## src/rtl/spx_pkg.sv

```systemverilog
// Shared constants and types for the motion serial port.
// Assumes byte-wide registers and a seven-byte burst.
package spx_pkg;
    localparam int BYTE_W      = 8;
    localparam int ADDR_W      = 7;
    localparam int BURST_BYTES = 7;
    localparam int TX_W        = BURST_BYTES * BYTE_W;
    localparam int CNT_W       = $clog2(TX_W + 1);
    localparam int PD_BIT      = 1;

    localparam logic [ADDR_W-1:0] A_ID      = 7'h00;
    localparam logic [ADDR_W-1:0] A_DX      = 7'h02;
    localparam logic [ADDR_W-1:0] A_DY      = 7'h03;
    localparam logic [ADDR_W-1:0] A_SQUAL   = 7'h04;
    localparam logic [ADDR_W-1:0] A_SHUT_HI = 7'h05;
    localparam logic [ADDR_W-1:0] A_SHUT_LO = 7'h06;
    localparam logic [ADDR_W-1:0] A_MAXPIX  = 7'h07;
    localparam logic [ADDR_W-1:0] A_PIXSUM  = 7'h08;
    localparam logic [ADDR_W-1:0] A_CTRL    = 7'h0D;
    localparam logic [ADDR_W-1:0] A_SCRATCH = 7'h20;
    localparam logic [ADDR_W-1:0] A_SRST    = 7'h3A;
    localparam logic [ADDR_W-1:0] A_BURST   = 7'h63;

    localparam logic [BYTE_W-1:0] SRST_KEY  = 8'h5A;

    typedef enum logic [2:0] {
        ST_IDLE,
        ST_ADDR,
        ST_WDATA,
        ST_XMIT,
        ST_LOCK
    } port_state_t;
endpackage

```

## src/rtl/msp_sync.sv

```systemverilog
// Multi-bit input synchronizer: every bit passes through its own chain
// of STAGES flops. Assumes each bit is independent (no bus coherence)
// and STAGES >= 2. Reset loads each chain with its idle level.
module msp_sync #(
    parameter int               WIDTH    = 3,
    parameter int               STAGES   = 2,
    parameter logic [WIDTH-1:0] IDLE_VAL = '0
) (
    input  logic             clk,
    input  logic             rst_n,
    input  logic [WIDTH-1:0] async_in,
    output logic [WIDTH-1:0] sync_out
);
    for (genvar g = 0; g < WIDTH; g++) begin : g_bit
        logic [STAGES-1:0] chain;

        // Shift the raw input through the metastability chain.
        always_ff @(posedge clk) begin
            if (!rst_n) chain <= {STAGES{IDLE_VAL[g]}};
            else        chain <= {chain[STAGES-2:0], async_in[g]};
        end

        assign sync_out[g] = chain[STAGES-1];
    end
endmodule

```

## src/rtl/msp_regs.sv

```systemverilog
// Register file of the motion port: saturating motion accumulators,
// control and scratch registers, a live snapshot of image values and
// the burst vector. Assumes write and read strobes are single-cycle
// pulses from the serial engine. Soft reset and pin reset are synchronous.
module msp_regs
    import spx_pkg::*;
#(
    parameter logic [BYTE_W-1:0] ID_VALUE = 8'h5E
) (
    input  logic              clk,
    input  logic              rst_n,
    input  logic              wr_en,
    input  logic [ADDR_W-1:0] wr_addr,
    input  logic [BYTE_W-1:0] wr_data,
    input  logic [ADDR_W-1:0] rd_addr,
    input  logic              rd_take,
    input  logic              burst_take,
    input  logic              mot_valid,
    input  logic [BYTE_W-1:0] mot_dx,
    input  logic [BYTE_W-1:0] mot_dy,
    input  logic [BYTE_W-1:0] squal,
    input  logic [15:0]       shutter,
    input  logic [BYTE_W-1:0] max_pix,
    input  logic [BYTE_W-1:0] pix_sum,
    output logic [BYTE_W-1:0] rd_data,
    output logic [TX_W-1:0]   burst_vec,
    output logic              pd
);
    logic [BYTE_W-1:0] dx_q, dy_q, ctrl_q, scratch_q;
    logic [BYTE_W-1:0] dx_base, dy_base, dx_next, dy_next;
    logic              soft_rst, clr_dx, clr_dy;

    // Signed add of two bytes, clamped to the byte range.
    function automatic logic [BYTE_W-1:0] sat_add(input logic [BYTE_W-1:0] a,
                                                  input logic [BYTE_W-1:0] b);
        logic signed [BYTE_W:0] s;
        s = $signed({a[BYTE_W-1], a}) + $signed({b[BYTE_W-1], b});
        if (s > $signed(9'sd127))       return 8'h7F;
        else if (s < -$signed(9'sd128)) return 8'h80;
        else                            return s[BYTE_W-1:0];
    endfunction

    assign pd       = ctrl_q[PD_BIT];
    assign soft_rst = wr_en && (wr_addr == A_SRST) && (wr_data == SRST_KEY);
    assign clr_dx   = !pd && ((rd_take && rd_addr == A_DX) || burst_take);
    assign clr_dy   = !pd && ((rd_take && rd_addr == A_DY) || burst_take);

    // Next accumulator values: clear first, then add a coincident report.
    always_comb begin
        dx_base = clr_dx ? '0 : dx_q;
        dy_base = clr_dy ? '0 : dy_q;
        dx_next = mot_valid ? sat_add(dx_base, mot_dx) : dx_base;
        dy_next = mot_valid ? sat_add(dy_base, mot_dy) : dy_base;
    end

    // Register state: reset by pin or key, otherwise update.
    always_ff @(posedge clk) begin
        if (!rst_n || soft_rst) begin
            dx_q      <= '0;
            dy_q      <= '0;
            ctrl_q    <= '0;
            scratch_q <= '0;
        end else begin
            dx_q <= dx_next;
            dy_q <= dy_next;
            if (wr_en && !pd) begin
                if (wr_addr == A_CTRL)    ctrl_q    <= wr_data;
                if (wr_addr == A_SCRATCH) scratch_q <= wr_data;
            end
        end
    end

    // Read multiplexer; everything reads zero in power-down.
    always_comb begin
        rd_data = '0;
        if (!pd) begin
            case (rd_addr)
                A_ID:      rd_data = ID_VALUE;
                A_DX:      rd_data = dx_q;
                A_DY:      rd_data = dy_q;
                A_SQUAL:   rd_data = squal;
                A_SHUT_HI: rd_data = shutter[15:8];
                A_SHUT_LO: rd_data = shutter[7:0];
                A_MAXPIX:  rd_data = max_pix;
                A_PIXSUM:  rd_data = pix_sum;
                A_CTRL:    rd_data = ctrl_q;
                A_SCRATCH: rd_data = scratch_q;
                default:   rd_data = '0;
            endcase
        end
    end

    // Burst payload in stream order, first byte in the top bits.
    assign burst_vec = {dx_q, dy_q, squal, shutter[15:8], shutter[7:0], max_pix, pix_sum};


    dx_clear_chk: assert property (@(posedge clk) disable iff (!rst_n)
        (rd_take && rd_addr == A_DX && !pd && !mot_valid && !soft_rst) |=> (dx_q == '0));


    key_reset_chk: assert property (@(posedge clk) disable iff (!rst_n)
        (wr_en && wr_addr == A_SRST && wr_data == SRST_KEY) |=>
            (ctrl_q == '0 && scratch_q == '0 && dx_q == '0 && dy_q == '0));


    pd_holds_chk: assert property (@(posedge clk) disable iff (!rst_n)
        (pd && !(wr_en && wr_addr == A_SRST && wr_data == SRST_KEY)) |=>
            ($stable(scratch_q) && pd));
endmodule

```

## src/rtl/msp_engine.sv

```systemverilog
// Serial protocol engine. Runs in the system clock domain on
// synchronized inputs, detects serial-clock edges, decodes address
// bytes, issues read/write strobes, shifts read data out on falling
// edges and enforces the post-burst lockout. Assumes the system clock
// is at least eight times faster than the serial clock.
module msp_engine
    import spx_pkg::*;
#(
    parameter int EXIT_CLKS = 16
) (
    input  logic              clk,
    input  logic              rst_n,
    input  logic              sclk_s,
    input  logic              cs_n_s,
    input  logic              din_s,
    input  logic              pd,
    input  logic [BYTE_W-1:0] rd_data,
    input  logic [TX_W-1:0]   burst_vec,
    output logic [ADDR_W-1:0] rd_addr,
    output logic              rd_take,
    output logic              burst_take,
    output logic              wr_en,
    output logic [ADDR_W-1:0] wr_addr,
    output logic [BYTE_W-1:0] wr_data,
    output logic              sdo,
    output logic              oe
);
    localparam int               EXIT_W      = $clog2(EXIT_CLKS + 1);
    localparam logic [EXIT_W-1:0] EXIT_LAST  = EXIT_W'(EXIT_CLKS - 1);
    localparam logic [CNT_W-1:0] LAST_BYTE   = CNT_W'(BYTE_W - 1);
    localparam logic [CNT_W-1:0] LAST_BURST  = CNT_W'(TX_W - 1);

    port_state_t       state;
    logic              sclk_d, rise, fall, cs_act, addr_done, burst_hit, last_bit;
    logic [BYTE_W-1:0] sh_q, addr_full;
    logic [CNT_W-1:0]  bit_cnt;
    logic [TX_W-1:0]   tx_q;
    logic              locked;
    logic [EXIT_W-1:0] exit_cnt;

    assign cs_act     = ~cs_n_s;
    assign rise       = sclk_s & ~sclk_d;
    assign fall       = ~sclk_s & sclk_d;
    assign addr_full  = {sh_q[BYTE_W-2:0], din_s};
    assign addr_done  = cs_act && (state == ST_ADDR) && rise && (bit_cnt == LAST_BYTE);
    assign burst_hit  = (addr_full[ADDR_W-1:0] == A_BURST) && !pd;
    assign rd_addr    = addr_full[ADDR_W-1:0];
    assign rd_take    = addr_done && !addr_full[BYTE_W-1] && !burst_hit;
    assign burst_take = addr_done && !addr_full[BYTE_W-1] && burst_hit;
    assign last_bit   = bit_cnt == (locked ? LAST_BURST : LAST_BYTE);

    // Previous serial-clock level for edge detection.
    always_ff @(posedge clk) begin
        if (!rst_n) sclk_d <= 1'b1;
        else        sclk_d <= sclk_s;
    end

    // Lockout after a burst: cleared only by a long enough deselect.
    always_ff @(posedge clk) begin
        if (!rst_n) begin
            locked   <= 1'b0;
            exit_cnt <= '0;
        end else if (burst_take) begin
            locked   <= 1'b1;
            exit_cnt <= '0;
        end else if (cs_act) begin
            exit_cnt <= '0;
        end else if (locked) begin
            if (exit_cnt == EXIT_LAST) begin
                locked   <= 1'b0;
                exit_cnt <= '0;
            end else begin
                exit_cnt <= exit_cnt + 1'b1;
            end
        end
    end

    // Transaction state machine, shifters and output drive.
    always_ff @(posedge clk) begin
        if (!rst_n) begin
            state   <= ST_IDLE;
            sh_q    <= '0;
            bit_cnt <= '0;
            tx_q    <= '0;
            wr_en   <= 1'b0;
            wr_addr <= '0;
            wr_data <= '0;
            sdo     <= 1'b0;
            oe      <= 1'b0;
        end else begin
            wr_en <= 1'b0;
            if (!cs_act) begin
                state   <= ST_IDLE;
                bit_cnt <= '0;
                oe      <= 1'b0;
            end else begin
                case (state)
                    ST_IDLE: begin
                        state   <= locked ? ST_LOCK : ST_ADDR;
                        bit_cnt <= '0;
                    end
                    ST_ADDR: begin
                        if (rise) begin
                            sh_q <= addr_full;
                            if (bit_cnt == LAST_BYTE) begin
                                bit_cnt <= '0;
                                if (addr_full[BYTE_W-1]) begin
                                    wr_addr <= addr_full[ADDR_W-1:0];
                                    state   <= ST_WDATA;
                                end else if (burst_hit) begin
                                    tx_q  <= burst_vec;
                                    state <= ST_XMIT;
                                end else begin
                                    tx_q  <= {rd_data, {(TX_W-BYTE_W){1'b0}}};
                                    state <= ST_XMIT;
                                end
                            end else begin
                                bit_cnt <= bit_cnt + 1'b1;
                            end
                        end
                    end
                    ST_WDATA: begin
                        if (rise) begin
                            sh_q <= addr_full;
                            if (bit_cnt == LAST_BYTE) begin
                                bit_cnt <= '0;
                                wr_en   <= 1'b1;
                                wr_data <= addr_full;
                                state   <= ST_ADDR;
                            end else begin
                                bit_cnt <= bit_cnt + 1'b1;
                            end
                        end
                    end
                    ST_XMIT: begin
                        if (fall) begin
                            sdo  <= tx_q[TX_W-1];
                            tx_q <= {tx_q[TX_W-2:0], 1'b0};
                            oe   <= 1'b1;
                        end
                        if (rise) begin
                            if (last_bit) begin
                                bit_cnt <= '0;
                                oe      <= 1'b0;
                                state   <= locked ? ST_LOCK : ST_ADDR;
                            end else begin
                                bit_cnt <= bit_cnt + 1'b1;
                            end
                        end
                    end
                    default: begin
                        oe <= 1'b0;
                    end
                endcase
            end
        end
    end


    oe_release_chk: assert property (@(posedge clk) disable iff (!rst_n)
        !cs_act |=> !oe);


    lock_quiet_chk: assert property (@(posedge clk) disable iff (!rst_n)
        (locked && state == ST_LOCK) |=> (!oe && !wr_en));


    burst_load_chk: assert property (@(posedge clk) disable iff (!rst_n)
        burst_take |=> (state == ST_XMIT && tx_q == $past(burst_vec)));
endmodule

```

## src/rtl/motion_serial_port.sv

```systemverilog
// Top level of the motion serial port: input synchronizers, protocol
// engine and register file. Assumes sclk idles high and that the pad
// ring builds the tri-state data line from sdio_out and sdio_oe.
module motion_serial_port
    import spx_pkg::*;
#(
    parameter int                SYNC_STAGES = 2,
    parameter int                EXIT_CLKS   = 16,
    parameter logic [BYTE_W-1:0] ID_VALUE    = 8'h5E
) (
    input  logic        clk,
    input  logic        rst_n,
    input  logic        cs_n,
    input  logic        sclk,
    input  logic        sdio_in,
    output logic        sdio_out,
    output logic        sdio_oe,
    input  logic        mot_valid,
    input  logic [7:0]  mot_dx,
    input  logic [7:0]  mot_dy,
    input  logic [7:0]  squal,
    input  logic [15:0] shutter,
    input  logic [7:0]  max_pix,
    input  logic [7:0]  pix_sum
);
    logic [2:0]        pins_s;
    logic [ADDR_W-1:0] rd_addr, wr_addr;
    logic [BYTE_W-1:0] rd_data, wr_data;
    logic [TX_W-1:0]   burst_vec;
    logic              rd_take, burst_take, wr_en, pd;

    msp_sync #(
        .WIDTH   (3),
        .STAGES  (SYNC_STAGES),
        .IDLE_VAL(3'b011)
    ) u_sync (
        .clk     (clk),
        .rst_n   (rst_n),
        .async_in({sdio_in, cs_n, sclk}),
        .sync_out(pins_s)
    );

    msp_engine #(
        .EXIT_CLKS(EXIT_CLKS)
    ) u_engine (
        .clk       (clk),
        .rst_n     (rst_n),
        .sclk_s    (pins_s[0]),
        .cs_n_s    (pins_s[1]),
        .din_s     (pins_s[2]),
        .pd        (pd),
        .rd_data   (rd_data),
        .burst_vec (burst_vec),
        .rd_addr   (rd_addr),
        .rd_take   (rd_take),
        .burst_take(burst_take),
        .wr_en     (wr_en),
        .wr_addr   (wr_addr),
        .wr_data   (wr_data),
        .sdo       (sdio_out),
        .oe        (sdio_oe)
    );

    msp_regs #(
        .ID_VALUE(ID_VALUE)
    ) u_regs (
        .clk       (clk),
        .rst_n     (rst_n),
        .wr_en     (wr_en),
        .wr_addr   (wr_addr),
        .wr_data   (wr_data),
        .rd_addr   (rd_addr),
        .rd_take   (rd_take),
        .burst_take(burst_take),
        .mot_valid (mot_valid),
        .mot_dx    (mot_dx),
        .mot_dy    (mot_dy),
        .squal     (squal),
        .shutter   (shutter),
        .max_pix   (max_pix),
        .pix_sum   (pix_sum),
        .rd_data   (rd_data),
        .burst_vec (burst_vec),
        .pd        (pd)
    );
endmodule

```

## config.mk

```make
export PLATFORM = sky130hd
export DESIGN_NAME = motion_serial_port
export DESIGN_NICKNAME = d
export VERILOG_FILES = /design/src/rtl/spx_pkg.sv /design/src/rtl/msp_sync.sv /design/src/rtl/msp_regs.sv /design/src/rtl/msp_engine.sv /design/src/rtl/motion_serial_port.sv
export SDC_FILE = /design/constraint.sdc
export NUM_CORES = 1
export LEC_CHECK = 0
export BUFFER_PORTS_ARGS = -buffer_cell sky130_fd_sc_hd__buf_4
export CORE_ASPECT_RATIO = 0.9
export CORE_MARGIN = 5
export CORE_UTILIZATION = 50
export CTS_BUF_LIST = sky130_fd_sc_hd__clkbuf_16
export DETAILED_ROUTE_END_ITERATION = 7
export GPL_ROUTABILITY_DRIVEN = 0
export PLACE_DENSITY_LB_ADDON = 0.15
export SLEW_MARGIN = 10
export SYNTH_ARGS = -nofsm -noshare
export SYNTH_HDL_FRONTEND = slang
export SYNTH_HIERARCHICAL = 1
export SYNTH_SLANG_ARGS = --single-unit
```

## constraint.sdc

```tcl
create_clock -name clk -period 10.15 [get_ports clk]
set_clock_uncertainty 0.2 [all_clocks]
set_input_delay 2.03 -clock clk [delete_from_list [all_inputs] [get_ports clk]]
set_output_delay 2.03 -clock clk [all_outputs]
set_load 0.1 [all_outputs]
```

# Yosys cells after proc, flatten, opt, wreduce, memory -nomap -nowiden
# Cells that the tools add are included.
word_totals:
  elab_cells: 146
  ff_bits: 135
  out_inout_bits: 2
  inputBits: 62
op_classes:
  n_eq_ne: 29
  magnitude_cmp: 4
  n_reduce_logical: 41
  muxes: 41
  bitwise_logic: 8
  add_sub_neg: 4
op_table:
  columns: ["cell", "count"]
  rows:
  - ["two-way mux 56 bit", 5]
  - ["case mux 56 bit (2 select lines)", 1]
  - ["case mux 8 bit (10 select lines)", 1]
  - ["two-way mux 8 bit", 9]
  - ["two-way mux 6 bit", 5]
  - ["== test 7 x 3 -> 1 bit (second input constant)", 4]
  - ["== test 7 x 4 -> 1 bit (second input constant)", 3]
  - ["== test 7 x 6 -> 1 bit (second input constant)", 3]
  - ["two-way mux 3 bit", 7]
  - ["adder 8 x 8 -> 9 bit", 2]
  - ["greater-than comparator 9 x 8 -> 1 bit (second input constant)", 2]
  - ["< comparator 9 x 8 -> 1 bit (second input constant)", 2]
  - ["case mux 6 bit (3 select lines)", 1]
  - ["== test 7 x 2 -> 1 bit (second input constant)", 2]
  - ["logical AND 1 bit", 14]
  - ["inequality test 2 x 1 -> 1 bit (second input constant)", 7]
  - ["case mux 3 bit (4 select lines)", 1]
  - ["two-way mux 1 bit", 9]
  - ["AND reduction 3 bit", 3]
  - ["== test 8 x 7 -> 1 bit (second input constant)", 1]
  - ["== test 7 bit (second input constant)", 1]
  - ["logical NOT 7 bit", 1]
  - ["AND reduction 7 bit", 1]
  - ["adder 6 x 1 -> 6 bit (second input constant)", 1]
  - ["24 further kinds", 41]

# Depth between registers and ports, before layout
depth:
  word_depth: 15
  mapped_depth: 17
  ltp_nobuf: 16

# By module
# The synthesis kept the hierarchy.
modules_own_cells:
  columns: ["module", "seq_area_each_um2", "cells_per_inst", "instances", "area_per_inst_um2"]
  rows:
  - ["msp_engine", 1941.9, 476, 1, 4685.7]
  - ["msp_regs", 640.6, 381, 1, 3057.9]
  - ["msp_sync", 120.1, 15, 1, 180.2]

# Worst setup path before layout
# Ideal clock, no wire load.
synth_timing:
  path_kind: "in2reg"
  startpoint: "input mot_dy[4]"
  endpoint: "register u_regs.dy_q[0]"
  n_path_buf: 0
  path_stages: 7
  required_time_ns: 9.833
  setup_time_ns: 0.117
  arrival_ns: 3.900
  setup_slack_ns: 5.933
  cell_sequence: "ha_1 a21o_1 a31o_2 or2_2 a211o_1 maj3_1 a22o_1"
synth_between:
  elab_chain_cells: 5
  elab_cells_between_ends: 6
  classes_between: "1 x add/sub; 2 x order compare; 3 x mux"
synth_lines:
  columns: ["element", "line", "source"]
  rows:
  - ["start: declaration", "motion_serial_port.sv:20", "input logic [7:0] mot_dy,"]
  - ["adder 8 x 8 -> 9 bit (*)", "msp_regs.sv:37", "s = $signed({a[BYTE_W-1], a}) + $signed({b[BYTE_W-1], b});"]
  - ["< comparator 9 x 8 -> 1 bit", "msp_regs.sv:39", "else if (s < -$signed(9'sd128)) return 8'h80;"]
  - ["two-way mux 8 bit", "msp_regs.sv:39", null]
  - ["two-way mux 8 bit (*)", "msp_regs.sv:38", "if (s > $signed(9'sd127)) return 8'h7F;"]
  - ["two-way mux 8 bit (*)", "msp_regs.sv:53", "dy_next = mot_valid ? sat_add(dy_base, mot_dy) : dy_base;"]
  - ["end signal: assignment", "msp_regs.sv:65", "dy_q <= dy_next;"]
  - ["end: declaration", "msp_regs.sv:29", "logic [BYTE_W-1:0] dx_q, dy_q, ctrl_q, scratch_q;"]
# Mark *: on every way between the ends. The rest lies on a longest branch, timed or not.
# A chain may end at the register's enable or synchronous reset.

# Worst setup path after layout
layout_timing:
  startpoint: "register u_engine.bit_cnt[0]"
  endpoint: "register u_regs.dy_q[1]"
layout_between:
  elab_cells_between_ends: 15
  classes_between: "1 x add/sub; 2 x order compare; 1 x eq/ne; 4 x mux; 7 x reduce/logical"
layout_rtl:
  columns: ["element", "line", "source"]
  rows:
  - ["start: declaration", "msp_engine.sv:36", "logic [CNT_W-1:0] bit_cnt;"]
  - ["start signal: assignment", "msp_engine.sv:118", "bit_cnt <= bit_cnt + 1'b1;"]
  - ["start signal: assignment", "msp_engine.sv:131", "bit_cnt <= bit_cnt + 1'b1;"]
  - ["start signal: assignment", "msp_engine.sv:147", "bit_cnt <= bit_cnt + 1'b1;"]
  - ["== test 6 x 3 -> 1 bit (*)", "msp_engine.sv:45", "assign addr_done = cs_act && (state == ST_ADDR) && rise && (bit_cnt == LAST_BYTE);"]
  - ["logical AND 1 bit (*)", "msp_engine.sv:45", null]
  - ["logical AND 1 bit (*) (2 in a row)", "msp_engine.sv:49", "assign burst_take = addr_done && !addr_full[BYTE_W-1] && burst_hit;"]
  - ["net burst_take", "motion_serial_port.sv:30", "logic rd_take, burst_take, wr_en, pd;"]
  - ["logical OR 1 bit (*)", "msp_regs.sv:46", "assign clr_dy = !pd && ((rd_take && rd_addr == A_DY) || burst_take);"]
  - ["logical AND 1 bit (*)", "msp_regs.sv:46", null]
  - ["two-way mux 8 bit (*)", "msp_regs.sv:51", "dy_base = clr_dy ? '0 : dy_q;"]
  - ["adder 8 x 8 -> 9 bit", "msp_regs.sv:37", null]
  - ["< comparator 9 x 8 -> 1 bit", "msp_regs.sv:39", null]
  - ["two-way mux 8 bit", "msp_regs.sv:39", null]
  - ["two-way mux 8 bit", "msp_regs.sv:38", null]
  - ["two-way mux 8 bit (*)", "msp_regs.sv:53", null]
# Mark *: on every way through the listed nets, which the timed path passes. The rest lies on a longest branch.

==> flow_metrics.tcl <==
set metrics [dict create \
    status "complete, no violations" \
    portBuffers 63 \
    drtAntennaViolNets 0 \
    cts_sinks 135 \
    ys_async_sr_fraction 0 \
    synth_warnings 6 \
    arrival_ns 4.95 \
    synth_edf_count 0 \
    tns_ns 0 \
    drt_iter0_markers 574 \
    clock_latency_ns 0.42 \
    diodes 0 \
    wl_per_cell_um 19.16 \
    cts_max_level 4 \
    worstSetupEndpointType "flip-flop" \
    cts_root_buf "clkbuf_16" \
    cts_made_buffers 17 \
    fin_crit_ns 4.831 \
    p_leak_nw 3.526 \
    grt_max_degree 74 \
    post-route-util 0.5594 \
    grt_use_total 0.2252 \
    die_h_um 129.4 \
    grt.overflow.total 0 \
    peakVddDrop_v 0.0001239 \
    ctsLongestPathBuffers 2 \
    avgViaCountPerCell 6.173 \
    tritoncts "built" \
    die-area_sq_um 18470 \
    max-slew-margin-rel 0.3251 \
    synth_seq_area_share 0.3411 \
    worst_pin_slew_ns 1.012 \
    grt_pass1_wl_mm 33.23 \
    hold_viol_final 0 \
    p_per_area_nw_per_um2 170.7 \
    syn2layout_area_growth_pct 9.379 \
    period_share 0.4760 \
    setup_viol 0 \
    fill_cells 1378 \
    drt-total-wl_mm 20.54 \
    final_max_slew_viol_count 0 \
    synth_cell_types 73 \
    rows 43 \
    grt_pass1_vias 6307 \
    critPathMaxFanout 12 \
    synth_flop_cell "dfxtp_1" \
    critical_path_class "reg2reg" \
    drive_gt1_frac 0.2287 \
    ioPinCount 64 \
    netlist_instances 872 \
    ctsResizeCount 0 \
    synth_area_sq_um 7924 \
    grt_setup_unrepaired "false" \
    worstPathRequired_ns 10.27 \
    post-dp-hpwl_mm 14.50 \
    clkSlewWorstSetupHoldPaths_ns 0.06 \
    antenna_found_initial 0 \
    fp.dieW_um 142.7 \
    core-area_sq_um 15490 \
    maxCapViolCount 0 \
    cts_setup_buffers 0 \
    start_util 0.5114 \
    avgSynthCellArea_sq_um 9.087 \
    cts_hold_buf 0 \
    syn_nets 954 \
    ys_ff_latch 135 \
    vias 6617 \
    drc 0 \
    start_kind "flip-flop" \
    hold_class "reg2reg" \
    drtPass1Iterations 5 \
    max_freq_mhz 207.0 \
    nets 942 \
]
## layout make-up
class / count / area (sq um) / share of cell area
tap: 202 / 252.7 / 0.02916
multi-input combinational: 622 / 4546 / 0.5245
sequential: 135 / 2703 / 0.3118
clock buffer: 17 / 425.4 / 0.04908
timing repair buffer: 70 / 525.5 / 0.06063
clock inverter: 12 / 162.7 / 0.01877
inverter: 14 / 52.55 / 0.006063
## final timing paths
path | to | slack, ns | startpoint | cells after the start
worst min-delay path | u_sync/g_bit[1].chain[1]$_SDFF_PN1_ | 0.20 | u_sync/g_bit[1].chain[0]$_SDFF_PN1_ | 1
worst min register to register | u_sync/g_bit[1].chain[1]$_SDFF_PN1_ | 0.20 | u_sync/g_bit[1].chain[0]$_SDFF_PN1_ | 1
worst max-delay path | u_regs/dy_q[1]$_SDFF_PP0_ | 5.32 | u_engine/bit_cnt[0]$_SDFFE_PP0P_ | 16
worst max register to register | u_regs/dy_q[1]$_SDFF_PP0_ | 5.32 | u_engine/bit_cnt[0]$_SDFFE_PP0P_ | 16
## sequential cells by signal (all words and copies together), names as in the netlist
name	flops
u_engine/wr_addr	7
u_regs/scratch_q	8
u_regs/dy_q	8
u_regs/ctrl_q	8
u_engine/sh_q	7
u_sync/g_bit.chain	6
u_engine/state	3
u_engine/sclk_d	1
u_engine/wr_en	1
u_engine/tx_q	56
u_engine/locked	1
u_engine/oe	1
u_engine/wr_data	8
u_engine/exit_cnt	5
u_regs/dx_q	8
u_engine/bit_cnt	6
u_engine/sdo	1
## report_power, final
part / internal (W) / total, W / switching, W
sequential: 0.000553 / 0.000587 / 0.0000342
clock: 0.000402 / 0.000624 / 0.000222
combinational: 0.000119 / 0.000268 / 0.000149
## cells in the mapped netlist, types with 4 or more instances
cell | count | share of area
a21o_1 | 7 | 0.0066
a22oi_1 | 8 | 0.0076
mux2i_1 | 52 | 0.066
mux2_2 | 12 | 0.017
nor2_1 | 122 | 0.058
nor3_1 | 38 | 0.024
buf_1 | 4 | 0.0019
nand2b_1 | 7 | 0.0055
a31oi_1 | 4 | 0.0032
a221oi_2 | 40 | 0.076
a22o_1 | 5 | 0.0055
clkbuf_1 | 24 | 0.011
a221o_1 | 7 | 0.0088
and2_1 | 13 | 0.010
a211oi_1 | 8 | 0.0076
dfxtp_1 | 135 | 0.34
buf_6 | 7 | 0.0099
xnor2_1 | 7 | 0.0077
a21oi_1 | 48 | 0.030
inv_1 | 13 | 0.0062
nor2b_1 | 15 | 0.012
and3_1 | 4 | 0.0032
nand2_1 | 31 | 0.015
o21ai_0 | 26 | 0.016
a221oi_1 | 15 | 0.017
xor2_1 | 6 | 0.0066
buf_4 | 52 | 0.049
nand3_1 | 28 | 0.018
nor3_2 | 29 | 0.037
buf_2 | 14 | 0.0088
ha_1 | 18 | 0.028
## cell families (layout without fill, tap and decap cells)
group           after synthesis  count (layout)  share of synthesized area
buf+inv                     115             113                    0.08795
compound gates              202             202                     0.2173
simple gates                320             320                     0.2193
mux                          64              64                    0.08274
fa+ha+maj                    23              23                    0.03727
flops                       135             135                     0.3411
xor+xnor                     13              13                    0.01437
## layer usage
metal,share of wire,vias up,track usage
met4,0.028,0,0.08888
met1,0.46,3212,0.3067
li1,-,3151,-
met3,0.047,42,0.03469
met5,0,-,0
met2,0.46,212,0.3605
## cells in the final DEF, fill, tap and decap left out, types with 28 or more instances in the layout
cell type / instances
a21oi_1: 48
nor3_1: 38
nand2_1: 31
nor2_1: 122
a221oi_2: 40
buf_4: 70
mux2i_1: 52
nor3_2: 28
nand3_1: 28
dfxtp_1: 135
## metrics by stage
| stage | hold WS, ns | cells | worst slack (ns) | area, sq um | power [W] |
|---|---|---|---|---|---|
| 5_1_grt | 0.2283 | 1072 | 5.047 | 8667 | 0.001541 |
| 3_5_place_dp | 0.1913 | 1043 | 5.397 | 8079 | 0.0008595 |
| 3_3_place_gp | 0.1891 | 1043 | 5.505 | 8079 | 0.0008520 |
| 4_1_cts | 0.2054 | 1072 | 5.372 | 8667 | 0.001484 |
| 6_report | 0.2022 | 1072 | 5.319 | 8667 | 0.001479 |
| 2_1_floorplan | 0.1863 | 872 | 5.933 | 7924 | 0.0007845 |
## worst max-delay path, stage by stage, from the launching register on
cell      delay (ns)
dfxtp_1         0.37
ha_1            0.21
nand3b_1        0.18
nor4_1          0.56
nand2_1         0.19
nor3_1          0.33
a41o_1          0.14
nand2b_1        0.15
and2_1          0.22
ha_1            0.21
fa_1            0.44
a21o_1          0.19
a221oi_1        0.36
o21a_1          0.16
a21oi_1         0.22
maj3_1          0.41
a22o_1          0.18
(Power assumes the default switching activity.)
